<file path="config.mk">
export PLATFORM = sky130hd
export DESIGN_NAME = synth_div_pfd
export DESIGN_NICKNAME = d
export VERILOG_FILES = /design/src/rtl/synth_pkg.sv /design/src/rtl/synth_div_counter.sv /design/src/rtl/synth_pfd_core.sv /design/src/rtl/synth_div_pfd.sv
export SDC_FILE = /design/constraint.sdc
export NUM_CORES = 1
export LEC_CHECK = 0
export ABC_AREA = 1
export CORE_MARGIN = 2
export CORE_UTILIZATION = 55
export DETAILED_ROUTE_END_ITERATION = 8
export PLACE_DENSITY_LB_ADDON = 0.08
export SYNTH_ARGS = -nofsm -noshare
export SYNTH_HDL_FRONTEND = slang
export SYNTH_HIERARCHICAL = 1
export SYNTH_SLANG_ARGS = --single-unit
</file>
<file path="constraint.sdc">
create_clock -name clk -period 3.6 [get_ports clk]
set_input_delay 0.54 -clock clk [delete_from_list [all_inputs] [get_ports clk]]
set_output_delay 0.54 -clock clk [all_outputs]
set_load 0.005 [all_outputs]
</file>
<file path="src/rtl/synth_pkg.sv">
package synth_pkg;

  typedef enum logic [1:0] {
    REFSEL_DIV12 = 2'b00,
    REFSEL_DIV13 = 2'b01,
    REFSEL_ALT2  = 2'b10,
    REFSEL_ALT3  = 2'b11
  } ref_sel_e;

endpackage

</file>
<file path="src/rtl/synth_div_counter.sv">
module synth_div_counter #(
  parameter int CNT_W = 12
) (
  input  logic             clk,
  input  logic             rst,
  input  logic             ce,
  input  logic [CNT_W-1:0] ratio,
  output logic             tc_o
);

  logic [CNT_W-1:0] cnt_q;
  logic [CNT_W-1:0] ratio_q;
  logic             at_end;

  assign at_end = (cnt_q == ratio_q - CNT_W'(1));

  // The ratio is taken only at terminal count, so a running period keeps its length
  always_ff @(posedge clk) begin
    if (rst) begin
      cnt_q   <= '0;
      ratio_q <= ratio;
      tc_o    <= 1'b0;
    end else begin
      tc_o <= 1'b0;
      if (ce) begin
        if (at_end) begin
          cnt_q   <= '0;
          ratio_q <= ratio;
          tc_o    <= 1'b1;
        end else begin
          cnt_q <= cnt_q + CNT_W'(1);
        end
      end
    end
  end

endmodule

</file>
<file path="src/rtl/synth_pfd_core.sv">
module synth_pfd_core (
  input  logic clk,
  input  logic rst,
  input  logic en,
  input  logic ref_p,
  input  logic fb_p,
  output logic up_o,
  output logic dn_o
);

  logic up_n;
  logic dn_n;
  logic both;

  always_comb begin
    up_n = up_o | ref_p;
    dn_n = dn_o | fb_p;
    both = up_n & dn_n;
  end

  // When both would be set, both are cleared, so the second edge ends the pulse
  always_ff @(posedge clk) begin
    if (rst || !en) begin
      up_o <= 1'b0;
      dn_o <= 1'b0;
    end else if (both) begin
      up_o <= 1'b0;
      dn_o <= 1'b0;
    end else begin
      up_o <= up_n;
      dn_o <= dn_n;
    end
  end

endmodule

</file>
<file path="src/rtl/synth_div_pfd.sv">
module synth_div_pfd #(
  parameter int N_W       = 8,
  parameter int MAIN_BASE = 2304,
  parameter int REF_LO    = 12,
  parameter int REF_HI    = 13
) (
  input  logic           clk,
  input  logic           rst,
  input  logic           ref_ce,
  input  logic           fb_ce,
  input  logic [1:0]     ref_sel,
  input  logic [N_W-1:0] n_code,
  input  logic           loop_en,
  output logic           ref_div_o,
  output logic           fb_div_o,
  output logic           pd_up,
  output logic           pd_dn
);
  import synth_pkg::*;

  localparam int MAIN_W = $clog2(MAIN_BASE + (1 << N_W));
  localparam int REF_W  = $clog2(REF_HI + 1);

  logic [MAIN_W-1:0] main_ratio;
  logic [REF_W-1:0]  ref_ratio;

  assign main_ratio = MAIN_W'(MAIN_BASE) + MAIN_W'(n_code);
  assign ref_ratio  = (ref_sel_e'(ref_sel) == REFSEL_DIV13) ? REF_W'(REF_HI) : REF_W'(REF_LO);

  synth_div_counter #(.CNT_W(REF_W)) ref_div_i (
    .clk   (clk),
    .rst   (rst),
    .ce    (ref_ce),
    .ratio (ref_ratio),
    .tc_o  (ref_div_o)
  );

  synth_div_counter #(.CNT_W(MAIN_W)) fb_div_i (
    .clk   (clk),
    .rst   (rst),
    .ce    (fb_ce),
    .ratio (main_ratio),
    .tc_o  (fb_div_o)
  );

  synth_pfd_core pfd_i (
    .clk   (clk),
    .rst   (rst),
    .en    (loop_en),
    .ref_p (ref_div_o),
    .fb_p  (fb_div_o),
    .up_o  (pd_up),
    .dn_o  (pd_dn)
  );

endmodule

</file>
==> load_flow_metrics.sql <==
INSERT INTO impl_metrics (metric_group, metric, value, unit) VALUES
('outcome', 'status', 'finished, final reports clean', ''),
('synthesis', 'yosys.area.top_type_share', '23.05', '%'),
('floorplan', 'die_y', '65.56', 'um'),
('clock_tree', 'numCtsBuffers', '5', ''),
('synthesis', 'ys_ff_latch', '36', ''),
('layout', 'post_route_cells_drive_above_1_share', '14.43', '%'),
('pwr', 'max-vdd-ir-drop', '0.2827', 'mV'),
('placed_design', 'gpl.final_weighted_congestion', '0.8163', ''),
('clock_tree', 'cts_num_sinks', '36', ''),
('global_route', 'number_of_global_route_vias_before_repair', '1461', ''),
('routing', 'detailroute.via_count', '1611', ''),
('floorplan', 'fp.coreArea', '0.003661', 'mm^2'),
('placed_design', 'estimated_wirelength_of_the_detail_placed_design', '2614', 'um'),
('clock_tree', 'cts_tree', 'yes', ''),
('setup_path', 'timing.critical_path.from_type', 'flip-flop', ''),
('placed_design', 'numPortBuffers', '18', ''),
('sta', 'worst_slew_pin_slew', '594.0', 'ps'),
('global_route', 'globalRoute.busiestLayer', 'met2', ''),
('setup_path', 'critical-path-slowest-cell', 'sky130_fd_sc_hd__nand2_2', ''),
('setup_path', 'critical_path_s_largest_stage_delay', '470', 'ps'),
('setup_path', 'timing.critical_path.required', '3530', 'ps'),
('sta', 'timing.final.max_slew_violations', '0', ''),
('sta', 'fin_crit', '2365', 'ps'),
('setup_path', 'crit_path_max_fanout', '23', ''),
('sta', 'fin_tns_setup', '0', 'ps'),
('layout', 'antenna-diode-count', '0', ''),
('clock_tree', 'clock_root_buffer', 'sky130_fd_sc_hd__clkbuf_8', ''),
('setup_path', 'critical_path.cell_chain', 'inv_1 > ha_1 > nand3_2 > inv_2 > nand2_1 > nand2_1 > nand2_1 > inv_1 > nand2_1 > nor2_2 > nand4_2 > nand2_2', ''),
('global_route', 'gr-usage-all-layers', '18.78', '%'),
('placed_design', 'dp_cells', '338', ''),
('setup_path', 'critPathMostFrequentCell', 'sky130_fd_sc_hd__nand2_1', ''),
('layout', 'fin_nets', '316', ''),
('floorplan', 'initial_core_util', '56.94', '%'),
('clock_tree', 'cts_resized', '0', ''),
('layout', 'flow.area_growth_from_synthesis', '16.57', '%'),
('sta', 'timing.final.hold_violations', '0', ''),
('pwr', 'total_leakage_power', '1.102', 'nW'),
('global_route', 'grt_util_met2', '31.76', '%'),
('synthesis', 'synth_async_sr_flop_share', '0', '%'),
('setup_path', 'element_type_at_the_critical_path_end', 'flip-flop', ''),
('pwr', 'report.power.total', '0.9151', 'mW'),
('floorplan', 'die_width', '65.56', 'um'),
('setup_path', 'arrival', '2290', 'ps'),
('sta', 'worst_hold_margin', '534.0', 'ps'),
('global_route', 'antenna_found_initial', '0', ''),
('synthesis', 'syn_area', '0.002084', 'mm^2'),
('layout', 'finalNonFillerCells', '346', ''),
('setup_path', 'cpLargestDelayFamily', 'simple AND/OR/NAND/NOR gates', ''),
('floorplan', 'fp_rows', '22', ''),
('floorplan', 'die-area', '0.004298', 'mm^2'),
('synthesis', 'synth_top_cells_by_area', 'sky130_fd_sc_hd__edfxtp_1 23%, sky130_fd_sc_hd__dfxtp_1 19%, sky130_fd_sc_hd__nand2_1 12%, sky130_fd_sc_hd__inv_1 8.6%, sky130_fd_sc_hd__nor2_2 5.4%', ''),
('synthesis', 'number_of_synthesized_flops_with_an_enable_pin', '16', ''),
('sta', 'rsz0062_at_grt', 'false', ''),
('clock_tree', 'htree_levels', '2', ''),
('routing', 'detail_route.wirelength', '3512', 'um'),
('sta', 'fin_crit_sh', '65.70', '%'),
('synthesis', 'sequential_share_of_the_synthesized_area', '42.26', '%'),
('setup_path', 'critPathKind', 'reg -> reg', ''),
('routing', 'via_per_inst', '4.656', ''),
('synthesis', 'most_area_hungry_cell_type_in_the_yosys_netlist', 'sky130_fd_sc_hd__edfxtp_1', ''),
('global_route', 'met3_routing_resource_usage_after_global_routing', '5.308', '%'),
('sta', 'timing.max_slew.rel_slack', '60.26', '%'),
('synthesis', 'post_synth_inst_count', '269', ''),
('synthesis', 'average_cell_area_after_synthesis', '7.749', 'um^2'),
('global_route', 'grt_start_max_net_pins', '24', ''),
('global_route', 'globalRouteOverflowTotal', '0', ''),
('routing', 'firstDrtPassIters', '4', ''),
('synthesis', 'number_of_different_library_cells_in_the_post_synthesis_netlist', '30', ''),
('floorplan', 'io_pins', '19', ''),
('clock_tree', 'cts_clk_pin_slew_worst_paths', '70', 'ps'),
('routing', 'drt_first_iter_violations', '71', '');
## metrics by stage
stage	cell area, um^2	utilization, %	setup WS, ps
global route	2430	66.37	1039
detailed placement	2325	63.50	1229
floorplan	2103	-	1634
CTS	2430	66.37	1216
global placement	2325	63.50	1242
finish	2430	66.37	1235
## report_power, final
part,leakage [nW],internal (mW),switching (mW),total (mW)
clock,0.0566,0.178,0.154,0.331
combinational,0.726,0.0504,0.0655,0.116
sequential,0.319,0.448,0.0201,0.468
## cell families after synthesis
family	count (synthesis)	synth area share [%]
buf+inv	51	9.724
compound gates	7	1.980
mux	1	0.4802
flops	36	42.26
xor+xnor	17	7.143
simple gates	151	35.66
fa+ha+maj	4	2.401
other cells	2	0.3603
## final cells by class
cell class              count  area (um^2)
multi-input cells         187         1020
clock buffers               6        93.84
repair buffers             18        180.2
clock inverters             2        11.26
fillers                   315         1231
inverters                  49        183.9
well taps                  48        60.06
flip-flops and latches     36        880.8
## sequential cells by signal (all words and copies together) (netlist names)
signal and count:
fb_div_i/cnt_q 12, fb_div_i/ratio_q 12, ref_div_i/cnt_q 4, ref_div_i/ratio_q 4
fb_div_i/tc_o 1, pfd_i/dn_o 1, pfd_i/up_o 1, ref_div_i/tc_o 1
## metal layers
layer	vias to the layer above	wire length [um]
met2	28	1681
met1	712	1627
met4	0	40
met3	4	161
met5	-	0
li1	867	-
## tightest hold or removal path, stage by stage (launching register included)
cell,delay (ps)
sky130_fd_sc_hd__dfxtp_1,350
sky130_fd_sc_hd__nand2_1,80
sky130_fd_sc_hd__a21oi_1,50
## worst paths after layout
check / from / to / slack, ps / cells past startpoint
worst min register to register: fb_div_i/cnt_q[1] / fb_div_i/cnt_q[1] / 530 / 2
worst max-delay path: fb_div_i/ratio_q[0] / fb_div_i/ratio_q[0] / 1230 / 12
worst max register to register: fb_div_i/ratio_q[0] / fb_div_i/ratio_q[0] / 1230 / 12
worst min-delay path: fb_div_i/cnt_q[1] / fb_div_i/cnt_q[1] / 530 / 2
## cells in the final DEF (no fill, tap or decap)
cell,n
sky130_fd_sc_hd__nand3b_1,1
sky130_fd_sc_hd__clkdlybuf4s50_1,18
sky130_fd_sc_hd__inv_4,1
sky130_fd_sc_hd__clkbuf_16,1
sky130_fd_sc_hd__mux2i_1,1
sky130_fd_sc_hd__edfxtp_1,16
sky130_fd_sc_hd__nand2_1,66
sky130_fd_sc_hd__nand2_2,4
sky130_fd_sc_hd__o21ai_2,1
sky130_fd_sc_hd__nor2_1,27
sky130_fd_sc_hd__dfxtp_1,20
sky130_fd_sc_hd__nand4_2,1
sky130_fd_sc_hd__xor2_1,12
sky130_fd_sc_hd__ha_1,4
sky130_fd_sc_hd__or2_2,1
sky130_fd_sc_hd__nand3_1,22
sky130_fd_sc_hd__a21oi_1,3
sky130_fd_sc_hd__inv_1,48
sky130_fd_sc_hd__o21ai_1,1
sky130_fd_sc_hd__nor2_4,3
sky130_fd_sc_hd__xnor2_1,5
sky130_fd_sc_hd__clkbuf_8,5
sky130_fd_sc_hd__o21bai_1,1
sky130_fd_sc_hd__nand3_2,2
sky130_fd_sc_hd__inv_2,1
sky130_fd_sc_hd__nand2_4,3
sky130_fd_sc_hd__or2_1,1
sky130_fd_sc_hd__o21ai_0,1
sky130_fd_sc_hd__nand4_1,1
sky130_fd_sc_hd__conb_1,7
sky130_fd_sc_hd__clkinv_2,1
sky130_fd_sc_hd__nor2_2,18
sky130_fd_sc_hd__nor2_8,1
Note: power is estimated with default switching activity, not from simulation.
